$ cat config.mk
export PLATFORM = sky130hd
export DESIGN_NAME = irq_coalescer
export DESIGN_NICKNAME = d
export VERILOG_FILES = /design/src/rtl/irq_coalescer.sv
export SDC_FILE = /design/constraint.sdc
export NUM_CORES = 1
export LEC_CHECK = 0
export ABC_AREA = 0
export BUFFER_PORTS_ARGS = -buffer_cell sky130_fd_sc_hd__buf_4
export CAP_MARGIN = 20
export CORE_ASPECT_RATIO = 1.4
export CORE_MARGIN = 1
export CORE_UTILIZATION = 50
export DETAILED_ROUTE_END_ITERATION = 6
export GPL_TIMING_DRIVEN = 0
export PLACE_DENSITY = 0.83
export SKIP_CTS_REPAIR_TIMING = 1
export SLEW_MARGIN = 20
export SYNTH_ARGS = -nofsm -noshare
export SYNTH_HDL_FRONTEND = slang
export SYNTH_SLANG_ARGS = --single-unit
$ cat constraint.sdc
create_clock -name clk -period 3.5 [get_ports clk]
set_clock_uncertainty 0.15 [all_clocks]
set_input_delay 0.175 -clock clk [delete_from_list [all_inputs] [get_ports clk]]
set_output_delay 0.175 -clock clk [all_outputs]
set_load 0.1 [all_outputs]
$ cat src/rtl/irq_coalescer.sv
module irq_coalescer #(
  parameter int CNT_W      = 8,
  parameter int DLY_W      = 8,
  parameter int PRESCALE   = 4,
  parameter int INIT_COUNT = 1
) (
  input  logic             clk,
  input  logic             rst_n,
  input  logic [CNT_W-1:0] cfg_threshold,
  input  logic [DLY_W-1:0] cfg_delay,
  input  logic             ctrl_wr,
  input  logic             done_pulse,
  input  logic             tick_en,
  output logic             ioc_set,
  output logic             dly_set,
  output logic [CNT_W-1:0] remaining_cnt,
  output logic [DLY_W-1:0] delay_cnt
);

  localparam int PW = (PRESCALE > 1) ? $clog2(PRESCALE) : 1;
  localparam logic [PW-1:0] PLAST = PW'(PRESCALE - 1);

  logic [CNT_W-1:0] cnt_q;
  logic [DLY_W-1:0] tmr_q;
  logic [PW-1:0]    pre_q;
  logic             ioc_q, dly_q;

  wire running   = (tmr_q != '0);
  wire step      = tick_en && running && (pre_q == PLAST);
  wire expire    = step && (tmr_q == DLY_W'(1));
  wire restart   = done_pulse && (cfg_delay != '0);
  wire dly_fire  = expire && !restart;
  wire cnt_last  = (cnt_q == CNT_W'(1));
  wire ioc_fire  = done_pulse && !ctrl_wr && cnt_last;

  always_ff @(posedge clk or negedge rst_n) begin
    if (!rst_n) begin
      cnt_q <= CNT_W'(INIT_COUNT);
    end else if (ctrl_wr || dly_fire) begin
      cnt_q <= cfg_threshold;
    end else if (done_pulse) begin
      cnt_q <= cnt_last ? cfg_threshold : cnt_q - CNT_W'(1);
    end
  end

  always_ff @(posedge clk or negedge rst_n) begin
    if (!rst_n) begin
      tmr_q <= '0;
      pre_q <= '0;
    end else if (restart) begin
      tmr_q <= cfg_delay;
      pre_q <= '0;
    end else if (tick_en && running) begin
      pre_q <= step ? '0 : pre_q + PW'(1);
      if (step) tmr_q <= tmr_q - DLY_W'(1);
    end
  end

  always_ff @(posedge clk or negedge rst_n) begin
    if (!rst_n) begin
      ioc_q <= 1'b0;
      dly_q <= 1'b0;
    end else begin
      ioc_q <= ioc_fire;
      dly_q <= dly_fire;
    end
  end

  assign ioc_set       = ioc_q;
  assign dly_set       = dly_q;
  assign remaining_cnt = cnt_q;
  assign delay_cnt     = tmr_q;

  AST_CTRL_RELOAD: assert property (@(posedge clk) disable iff (!rst_n)
    ctrl_wr |=> (remaining_cnt == $past(cfg_threshold)) && !ioc_set);
  AST_IOC_RELOAD: assert property (@(posedge clk) disable iff (!rst_n)
    ioc_set |-> remaining_cnt == $past(cfg_threshold));
  AST_IOC_SINGLE: assert property (@(posedge clk) disable iff (!rst_n)
    ioc_set |=> !ioc_set || $past(done_pulse));
  AST_RESTART_LOAD: assert property (@(posedge clk) disable iff (!rst_n)
    (done_pulse && cfg_delay != '0) |=> (delay_cnt == $past(cfg_delay)) && !dly_set);
  AST_TIMER_STEP: assert property (@(posedge clk) disable iff (!rst_n)
    !(done_pulse && cfg_delay != '0) |=> (delay_cnt == $past(delay_cnt)) || (delay_cnt == $past(delay_cnt) - DLY_W'(1)));
  AST_DLY_AT_ZERO: assert property (@(posedge clk) disable iff (!rst_n)
    dly_set |-> (delay_cnt == '0) && (remaining_cnt == $past(cfg_threshold)));
  AST_IDLE_TICK: assert property (@(posedge clk) disable iff (!rst_n)
    (delay_cnt == '0 && !done_pulse) |=> delay_cnt == '0 && !dly_set);

endmodule

==> results of run 1 <==
[cell usage in the layout (no fill, tap or decap), types with 3 or more instances in the layout]
cell / count
nand2_1: 15
ha_1: 5
nor4_1: 4
nand3_1: 6
a22oi_2: 3
o21ai_0: 15
clkbuf_4: 3
clkbuf_1: 3
nor2_1: 12
buf_4: 38
dlygate4sd3_1: 12
inv_1: 10
mux2i_1: 6
dfrtp_1: 19
xor2_1: 6
[area by class of cell]
class	instances	area, um2	share of cell area (%)
Multi-Input combinational cell	101	681	39.2
Buffer	5	30.0	1.73
Inverter	10	37.5	2.16
Timing Repair Buffer	50	405	23.4
Sequential cell	20	502	28.9
Tap cell	34	42.5	2.45
Clock buffer	4	36.3	2.09
[per-layer routing]
metal | GRT usage, % | share of wire [%] | vias up
met3 | 5.28 | 4.0 | 8
li1 | - | - | 593
met4 | 11.7 | 2.4 | 0
met5 | 0 | 0 | -
met2 | 44.1 | 56 | 38
met1 | 24.4 | 37 | 598
[metrics by stage]
stage / worst slack, ps / power, mW / util, % / hold WS (ps)
2_1_floorplan: 523 / 0.556 / - / -271
3_3_place_gp: 875 / 0.640 / 66.0 / -85.6
3_5_place_dp: 786 / 0.650 / 66.0 / -82.7
4_1_cts: 742 / 0.789 / 67.5 / -437
5_1_grt: 548 / 0.831 / 72.5 / 48.9
6_report: 757 / 0.795 / 72.5 / 61.3
[worst max-delay path, stage by stage (launching register included)]
cell	delay, ps
dfrtp_1	480
or4_4	590
nor4_1	310
or3_1	160
clkbuf_1	200
buf_1	390
o21ai_0	220
a22oi_2	180
[kinds of logic after synthesis]
kind of cell / count (synthesis) / share of synthesized area [%]
fa+ha+maj: 5 / 5.01
flops: 20 / 40.1
mux: 6 / 4.80
xor+xnor: 7 / 4.91
simple gates: 56 / 24.1
compound gates: 27 / 15.6
buf+inv: 15 / 5.41
[path summary, 6_finish.rpt]
check                           depth (start not counted)               end
worst min-delay path                                    3  remaining_cnt[3]
max in group asynchronous                               2  remaining_cnt[0]
min in group asynchronous                               2  remaining_cnt[3]
worst min register to register                          2          pre_q[1]
worst max-delay path                                    7  remaining_cnt[6]
worst max register to register                          7  remaining_cnt[6]
[flip-flops by register name (all words and copies together), names as in the netlist]
register	flops
remaining_cnt	8
delay_cnt	8
dly_set	1
ioc_set	1
pre_q	2
[where the power goes]
part | leakage, nW | switching, mW | total (mW) | internal [mW]
Sequential | 0.243 | 0.0343 | 0.293 | 0.259
Clock | 0.0210 | 0.0723 | 0.136 | 0.0636
Combinational | 0.549 | 0.265 | 0.366 | 0.101
[synthesized netlist by cell type (3+ instances only)]
master	count
nor2_1	12
inv_1	10
dfrtp_1	19
ha_1	5
a22oi_2	3
o21ai_0	15
nor4_1	4
nand2_1	15
nand3_1	6
mux2i_1	6
xor2_1	6
clkbuf_1	3
==> impl_metrics.env, run 1 <==
export IMPL_cts_buffers=3
export IMPL_ys_seq_elements=20
export IMPL_grt_pass1_wl_mm=4.60
export IMPL_violations="DRC"
export IMPL_antenna_found_initial=0
export IMPL_grt_ovfl_total=0
export IMPL_async_flop_share_pct=100
export IMPL_outcome="finished, violations left"
export IMPL_min_from="cfg_threshold[3]"
export IMPL_yosys_warnings=0
export IMPL_tns_ps=0
export IMPL_cap_violations=0
export IMPL_synth_cells=136
export IMPL_numClockSinks=20
export IMPL_insertion_delay_ps=310
export IMPL_period_minus_slack_ps=2740
export IMPL_rsz0062_at_grt="no"
export IMPL_cp_arrival_ps=2830
export IMPL_portBuffers=38
export IMPL_hp_class="in2reg"
export IMPL_core_area_um2=2390
export IMPL_slew_headroom_pct=49.9
export IMPL_startpoint="delay_cnt[2]"
export IMPL_clk_pin_slew_ps=110
export IMPL_rows=21
export IMPL_fillers=195
export IMPL_critPathKind="reg2reg"
export IMPL_drtIter0Drc=39
export IMPL_instances_no_fill=224
export IMPL_synth_edff_count=0
export IMPL_r2r_start="delay_cnt[2]"
export IMPL_final_max_slew_viol_count=0
export IMPL_synth_area_um2=1250
export IMPL_die_w_um=44.3
export IMPL_dieArea_um2=2710
export IMPL_end_kind="flip-flop"
export IMPL_area_growth_syn_to_layout_pct=38.7
export IMPL_critPathMaxFanout=10
export IMPL_crit_path_start_kind="flip-flop"
export IMPL_drtAntennaViolNets=0
export IMPL_routed_wl_mm=3.24
export IMPL_synth_top_area_cell="dfrtp_1"
export IMPL_cts_buffer_depth=2
export IMPL_ys_flop_type="dfrtp_1"
export IMPL_hold_viol_final=0
export IMPL_grt_pass1_vias=1085
export IMPL_drc_errors=3
export IMPL_num_io_pins=39
export IMPL_initial_core_util_pct=52.3
export IMPL_vias=1237
export IMPL_fmax_mhz=365
export IMPL_viasPerCell=5.52
export IMPL_tightest_slew_ps=748
export IMPL_finalSetupViolations=0
export IMPL_root_buffer="clkbuf_4"
export IMPL_drive_gt1_share_pct=27.9
export IMPL_grt_start_max_net_pins=21
export IMPL_synth_cell_types=36
export IMPL_wl_per_cell_um=14.5
export IMPL_dr_pass1_iters=7
export IMPL_vdd_drop_max_mv=0.288
export IMPL_fp_dieH_um=61.2
export IMPL_nNetsFinal=217
export IMPL_placed_area_um2=1580
export IMPL_antennaDiodeCount=0
export IMPL_cts_tree="yes"
export IMPL_synth_area_leaders="dfrtp_1 (38%), o21ai_0 (6.0%), ha_1 (5.0%)"
export IMPL_postSynthAreaPerCell_um2=9.19
export IMPL_synth_fp_nets=162
export IMPL_grtUsageTotal_pct=23.6
export IMPL_finalCritPeriodShare_pct=78.4
export IMPL_p_leak_nw=0.813
export IMPL_seq_area_frac_synth_pct=40.1
export IMPL_yosysTopAreaCellShare_pct=38.0
export IMPL_gp_congestion=0.862
export IMPL_htree_levels=1
export IMPL_p_per_area_nw_per_um2=458
export IMPL_post_dp_hpwl_mm=2.34
export IMPL_cp_required_ps=3580
export IMPL_final_area_um2=1730
export IMPL_placedCellCount=208
export IMPL_rrSetupSlack_ps=760
No activity file was read; power rests on OpenSTA's default activity.
==> run 2: changes to the inputs <==
clock period = 2.8 ns   (was 3.5 ns; I/O delays follow)
==> impl_metrics.env, run 2 (synthesized netlist as in run 1, its figures left out) <==
export IMPL_p_sw_mw=0.469
export IMPL_dr_pass1_iters=6
export IMPL_outcome="finished, violations left"
export IMPL_slew_headroom_pct=39.8
export IMPL_cts_tree="yes"
export IMPL_cts_buffers=3
export IMPL_cts_buffer_depth=2
export IMPL_crit_path_start_kind="flip-flop"
export IMPL_grt_pass1_vias=1153
export IMPL_viasPerCell=5.52
export IMPL_period_minus_slack_ps=2660
export IMPL_vias=1237
export IMPL_vdd_drop_max_mv=0.414
export IMPL_antennaDiodeCount=0
export IMPL_root_buffer="clkbuf_4"
export IMPL_drc_errors=3
export IMPL_tightest_slew_ps=899
export IMPL_finalCritPeriodShare_pct=94.9
export IMPL_tns_ps=0
export IMPL_final_max_slew_viol_count=0
export IMPL_dieArea_um2=2710
export IMPL_antenna_found_initial=0
export IMPL_cp_arrival_ps=2700
export IMPL_seqPwrFrac_pct=36.8
export IMPL_fmax_mhz=376
export IMPL_grtUsageTotal_pct=24.8
export IMPL_grt_start_max_net_pins=21
export IMPL_total_power_mw=1.00
export IMPL_internal_power_mw=0.531
export IMPL_htree_levels=1
export IMPL_cp_required_ps=2850
export IMPL_drive_gt1_share_pct=31.6
export IMPL_initial_core_util_pct=52.3
export IMPL_fp_dieH_um=61.2
export IMPL_routed_wl_mm=3.28
export IMPL_hold_viol_final=0
export IMPL_nNetsFinal=217
export IMPL_hp_class="in2reg"
export IMPL_p_clk_share_pct=17.4
export IMPL_post_dp_hpwl_mm=2.38
export IMPL_gp_congestion=0.875
export IMPL_portBuffers=38
export IMPL_rsz0062_at_grt="no"
export IMPL_end_kind="flip-flop"
export IMPL_core_area_um2=2390
export IMPL_numClockSinks=20
export IMPL_grt_ovfl_total=0
export IMPL_drtAntennaViolNets=0
export IMPL_wl_per_cell_um=14.6
export IMPL_drtIter0Drc=36
export IMPL_violations="DRC"
export IMPL_area_growth_syn_to_layout_pct=39.4
export IMPL_final_common_cell="buf_4"
export IMPL_p_leak_nw=0.809
export IMPL_pwr_share_comb_pct=45.8
export IMPL_finish_utilization_pct=72.9
export IMPL_critPathMaxFanout=10
export IMPL_cap_violations=0
export IMPL_num_io_pins=39
export IMPL_die_w_um=44.3
export IMPL_layout_common_cells="buf_4 (38), nand2_1 (15), o21ai_0 (15)"
export IMPL_insertion_delay_ps=310
export IMPL_clk_pin_slew_ps=110
export IMPL_finalSetupViolations=0
export IMPL_rows=21
export IMPL_p_per_area_nw_per_um2=574
export IMPL_grt_pass1_wl_mm=4.83
export IMPL_critPathKind="reg2reg"
export IMPL_swShare_pct=46.9
==> run 2: changes by cell type in the layout (fill, tap and decap cells not counted), sizes merged <==
cell    change
clkbuf      +1
buf         -1
==> run 2: per-stage QoR <==
| step | setup slack [ps] | hold slack (ps) | cell area [um2] | cells |
|---|---|---|---|---|
| floorplan | 73.6 | -306 | 1260 | 136 |
| global placement | 205 | -117 | 1590 | 208 |
| detailed placement | 103 | -114 | 1590 | 208 |
| CTS | 83.2 | -457 | 1620 | 212 |
| global route | 73.9 | 11.6 | 1740 | 224 |
| finish | 143 | 7.76 | 1740 | 224 |
==> run 2: critical path, stage by stage (launching register included) <==
cell and delay, ps:
dfrtp_2 470, or4_4 570, or4_4 520, o211ai_4 300
buf_8 180, mux2i_1 240, a22oi_2 110
==> run 2: power groups by stage <==
stage	logic [mW]	registers, mW	clock network [mW]
5_1_grt	0.483	0.373	0.184
3_5_place_dp	0.443	0.372	0
3_3_place_gp	0.433	0.369	0
2_1_floorplan	0.108	0.589	0
4_1_cts	0.444	0.367	0.175
6_report	0.458	0.368	0.174
==> run 2: layer usage <==
| layer | part of all wire, % | vias to the layer above | track usage, % |
|---|---|---|---|
| met5 | 0 | - | 0 |
| met4 | 2.5 | 0 | 15.2 |
| met3 | 4.3 | 6 | 4.11 |
| met2 | 55 | 43 | 45.8 |
| met1 | 38 | 597 | 25.9 |
| li1 | - | 591 | - |
==> run 2: final cells by class <==
class	count	area, um2
multi-input cells	101	681
fillers	169	648
flip-flops and latches	20	509
repair buffers	50	405
well taps	34	42.5
inverters	10	37.5
clock buffers	4	36.3
plain buffers	5	31.3
==> run 2: final timing paths <==
| check | slack (ps) | to | from | depth (start not counted) |
|---|---|---|---|---|
| max reg2reg | 140 | remaining_cnt[4] | delay_cnt[2] | 6 |
| min in group asynchronous | 90 | remaining_cnt[1] | rst_n | 2 |
| max | 140 | remaining_cnt[4] | delay_cnt[2] | 6 |
| max in group asynchronous | 2150 | remaining_cnt[0] | rst_n | 2 |
| min | 8 | remaining_cnt[2] | cfg_threshold[2] | 3 |
| min reg2reg | 420 | pre_q[1] | pre_q[1] | 2 |
==> run 3: changes to the inputs <==
RECOVER_POWER = 50   (was unset)
==> impl_metrics.env, run 3 (synthesized netlist as in run 1, its figures left out) <==
export IMPL_cts_tree="yes"
export IMPL_drtIter0Drc=36
export IMPL_clk_pin_slew_ps=110
export IMPL_violations="DRC"
export IMPL_antenna_found_initial=0
export IMPL_grt_start_max_net_pins=21
export IMPL_rsz0062_at_grt="no"
export IMPL_gp_congestion=0.875
export IMPL_cap_violations=0
export IMPL_htree_levels=1
export IMPL_insertion_delay_ps=310
export IMPL_fp_dieH_um=61.2
export IMPL_num_io_pins=39
export IMPL_dr_max_layer_used="met4"
export IMPL_vdd_drop_max_mv=0.410
export IMPL_portBuffers=38
export IMPL_layout_common_cells="buf_4 (28), nand2_1 (15), o21ai_0 (15)"
export IMPL_grt_ovfl_total=0
export IMPL_wl_met1_mm=1.23
export IMPL_critPathKind="reg2reg"
export IMPL_root_buffer="clkbuf_4"
export IMPL_numClockSinks=20
export IMPL_dr_pass1_iters=7
export IMPL_fillers=176
export IMPL_period_minus_slack_ps=2650
export IMPL_antennaDiodeCount=0
export IMPL_drive_gt1_share_pct=26.3
export IMPL_drtAntennaViolNets=0
export IMPL_core_area_um2=2390
export IMPL_p_leak_nw=0.771
export IMPL_outcome="finished, violations left"
export IMPL_slew_headroom_pct=21.9
export IMPL_post_dp_hpwl_mm=2.38
export IMPL_cp_arrival_ps=2700
export IMPL_worstPathCellList="or4_4 > or4_4 > o211ai_4 > buf_8 > mux2i_1 > a22oi_2"
export IMPL_drc_errors=4
export IMPL_dieArea_um2=2710
export IMPL_met3_wirelength_um=140
export IMPL_wl_per_cell_um=14.6
export IMPL_fmax_mhz=377
export IMPL_postLayoutSetupSlackWorst_ps=146
export IMPL_area_growth_syn_to_layout_pct=36.4
export IMPL_final_max_slew_viol_count=0
export IMPL_wl_met2_mm=1.82
export IMPL_rows=21
export IMPL_hold_viol_final=0
export IMPL_grtUsageTotal_pct=24.8
export IMPL_p_per_area_nw_per_um2=579
export IMPL_tightest_slew_ps=1180
export IMPL_grt_pass1_vias=1153
export IMPL_final_common_cell="buf_4"
export IMPL_initial_core_util_pct=52.3
export IMPL_crit_slowest_cell="or4_4"
export IMPL_hp_class="in2reg"
export IMPL_viasPerCell=5.54
export IMPL_cp_required_ps=2850
export IMPL_cts_buffers=3
export IMPL_cts_buffer_depth=2
export IMPL_die_w_um=44.3
export IMPL_dp_worst_setup_slack_ps=103
export IMPL_crit_top_cell="or4_4"
export IMPL_nNetsFinal=217
export IMPL_path_delay_family="simple AND/OR/NAND/NOR gates"
export IMPL_cp_buffers_inverters=1
export IMPL_grt_pass1_wl_mm=4.83
export IMPL_slowest_delay_ps=570
export IMPL_finalCritPeriodShare_pct=94.8
export IMPL_finalSetupViolations=0
export IMPL_vias=1241
export IMPL_routed_wl_mm=3.27
export IMPL_critPathMaxFanout=10
export IMPL_crit_path_start_kind="flip-flop"
export IMPL_tns_ps=0
export IMPL_end_kind="flip-flop"
## run 3: changes by cell type in the layout (fill, tap and decap cells not counted)
cell      delta
buf_4       -10
clkbuf_1    +10
## run 3: per-layer routing
metal,vias up,global-route usage (%)
met5,-,0
li1,591,-
met1,599,25.9
met2,45,45.8
met4,0,15.2
met3,6,4.11
## run 3: cell type report
class / count / area, um2 / area share (%)
multi-input combinational: 101 / 681 / 39.9
clock buffer: 4 / 36.3 / 2.13
buffer: 5 / 31.3 / 1.83
sequential: 20 / 509 / 29.9
inverter: 10 / 37.5 / 2.20
tap: 34 / 42.5 / 2.49
timing repair buffer: 50 / 368 / 21.6
## run 3: power breakdown
part | switching (mW) | internal, mW
clock network | 0.0947 | 0.0796
registers | 0.0429 | 0.325
logic | 0.331 | 0.113
total | 0.469 | 0.517
## run 3: worst paths after layout
| check | start | end | cells after the start | slack (ps) |
|---|---|---|---|---|
| hold reg to reg | pre_q[1] | pre_q[1] | 2 | 420 |
| hold / removal | cfg_threshold[2] | remaining_cnt[2] | 3 | 8 |
| min in group asynchronous | rst_n | remaining_cnt[1] | 2 | 390 |
| max in group asynchronous | rst_n | delay_cnt[1] | 2 | 1390 |
| setup / recovery | delay_cnt[2] | remaining_cnt[4] | 6 | 150 |
| setup reg to reg | delay_cnt[2] | remaining_cnt[4] | 6 | 150 |
## run 3: through the flow
step	cell area, um2	utilization, %	cells	power [mW]	hold slack (ps)
6_report	1710	71.3	224	0.987	7.81
3_5_place_dp	1590	66.3	208	0.815	-114
4_1_cts	1620	67.8	212	0.985	-457
3_3_place_gp	1590	66.3	208	0.802	-117
5_1_grt	1710	71.3	224	1.03	11.6
2_1_floorplan	1260	-	136	0.697	-306
## run 3: worst reg2reg max path, cell delays in order (launching register included)
cell and delay [ps]:
dfrtp_2 470, or4_4 570, or4_4 520, o211ai_4 300, buf_8 180, mux2i_1 240, a22oi_2 110
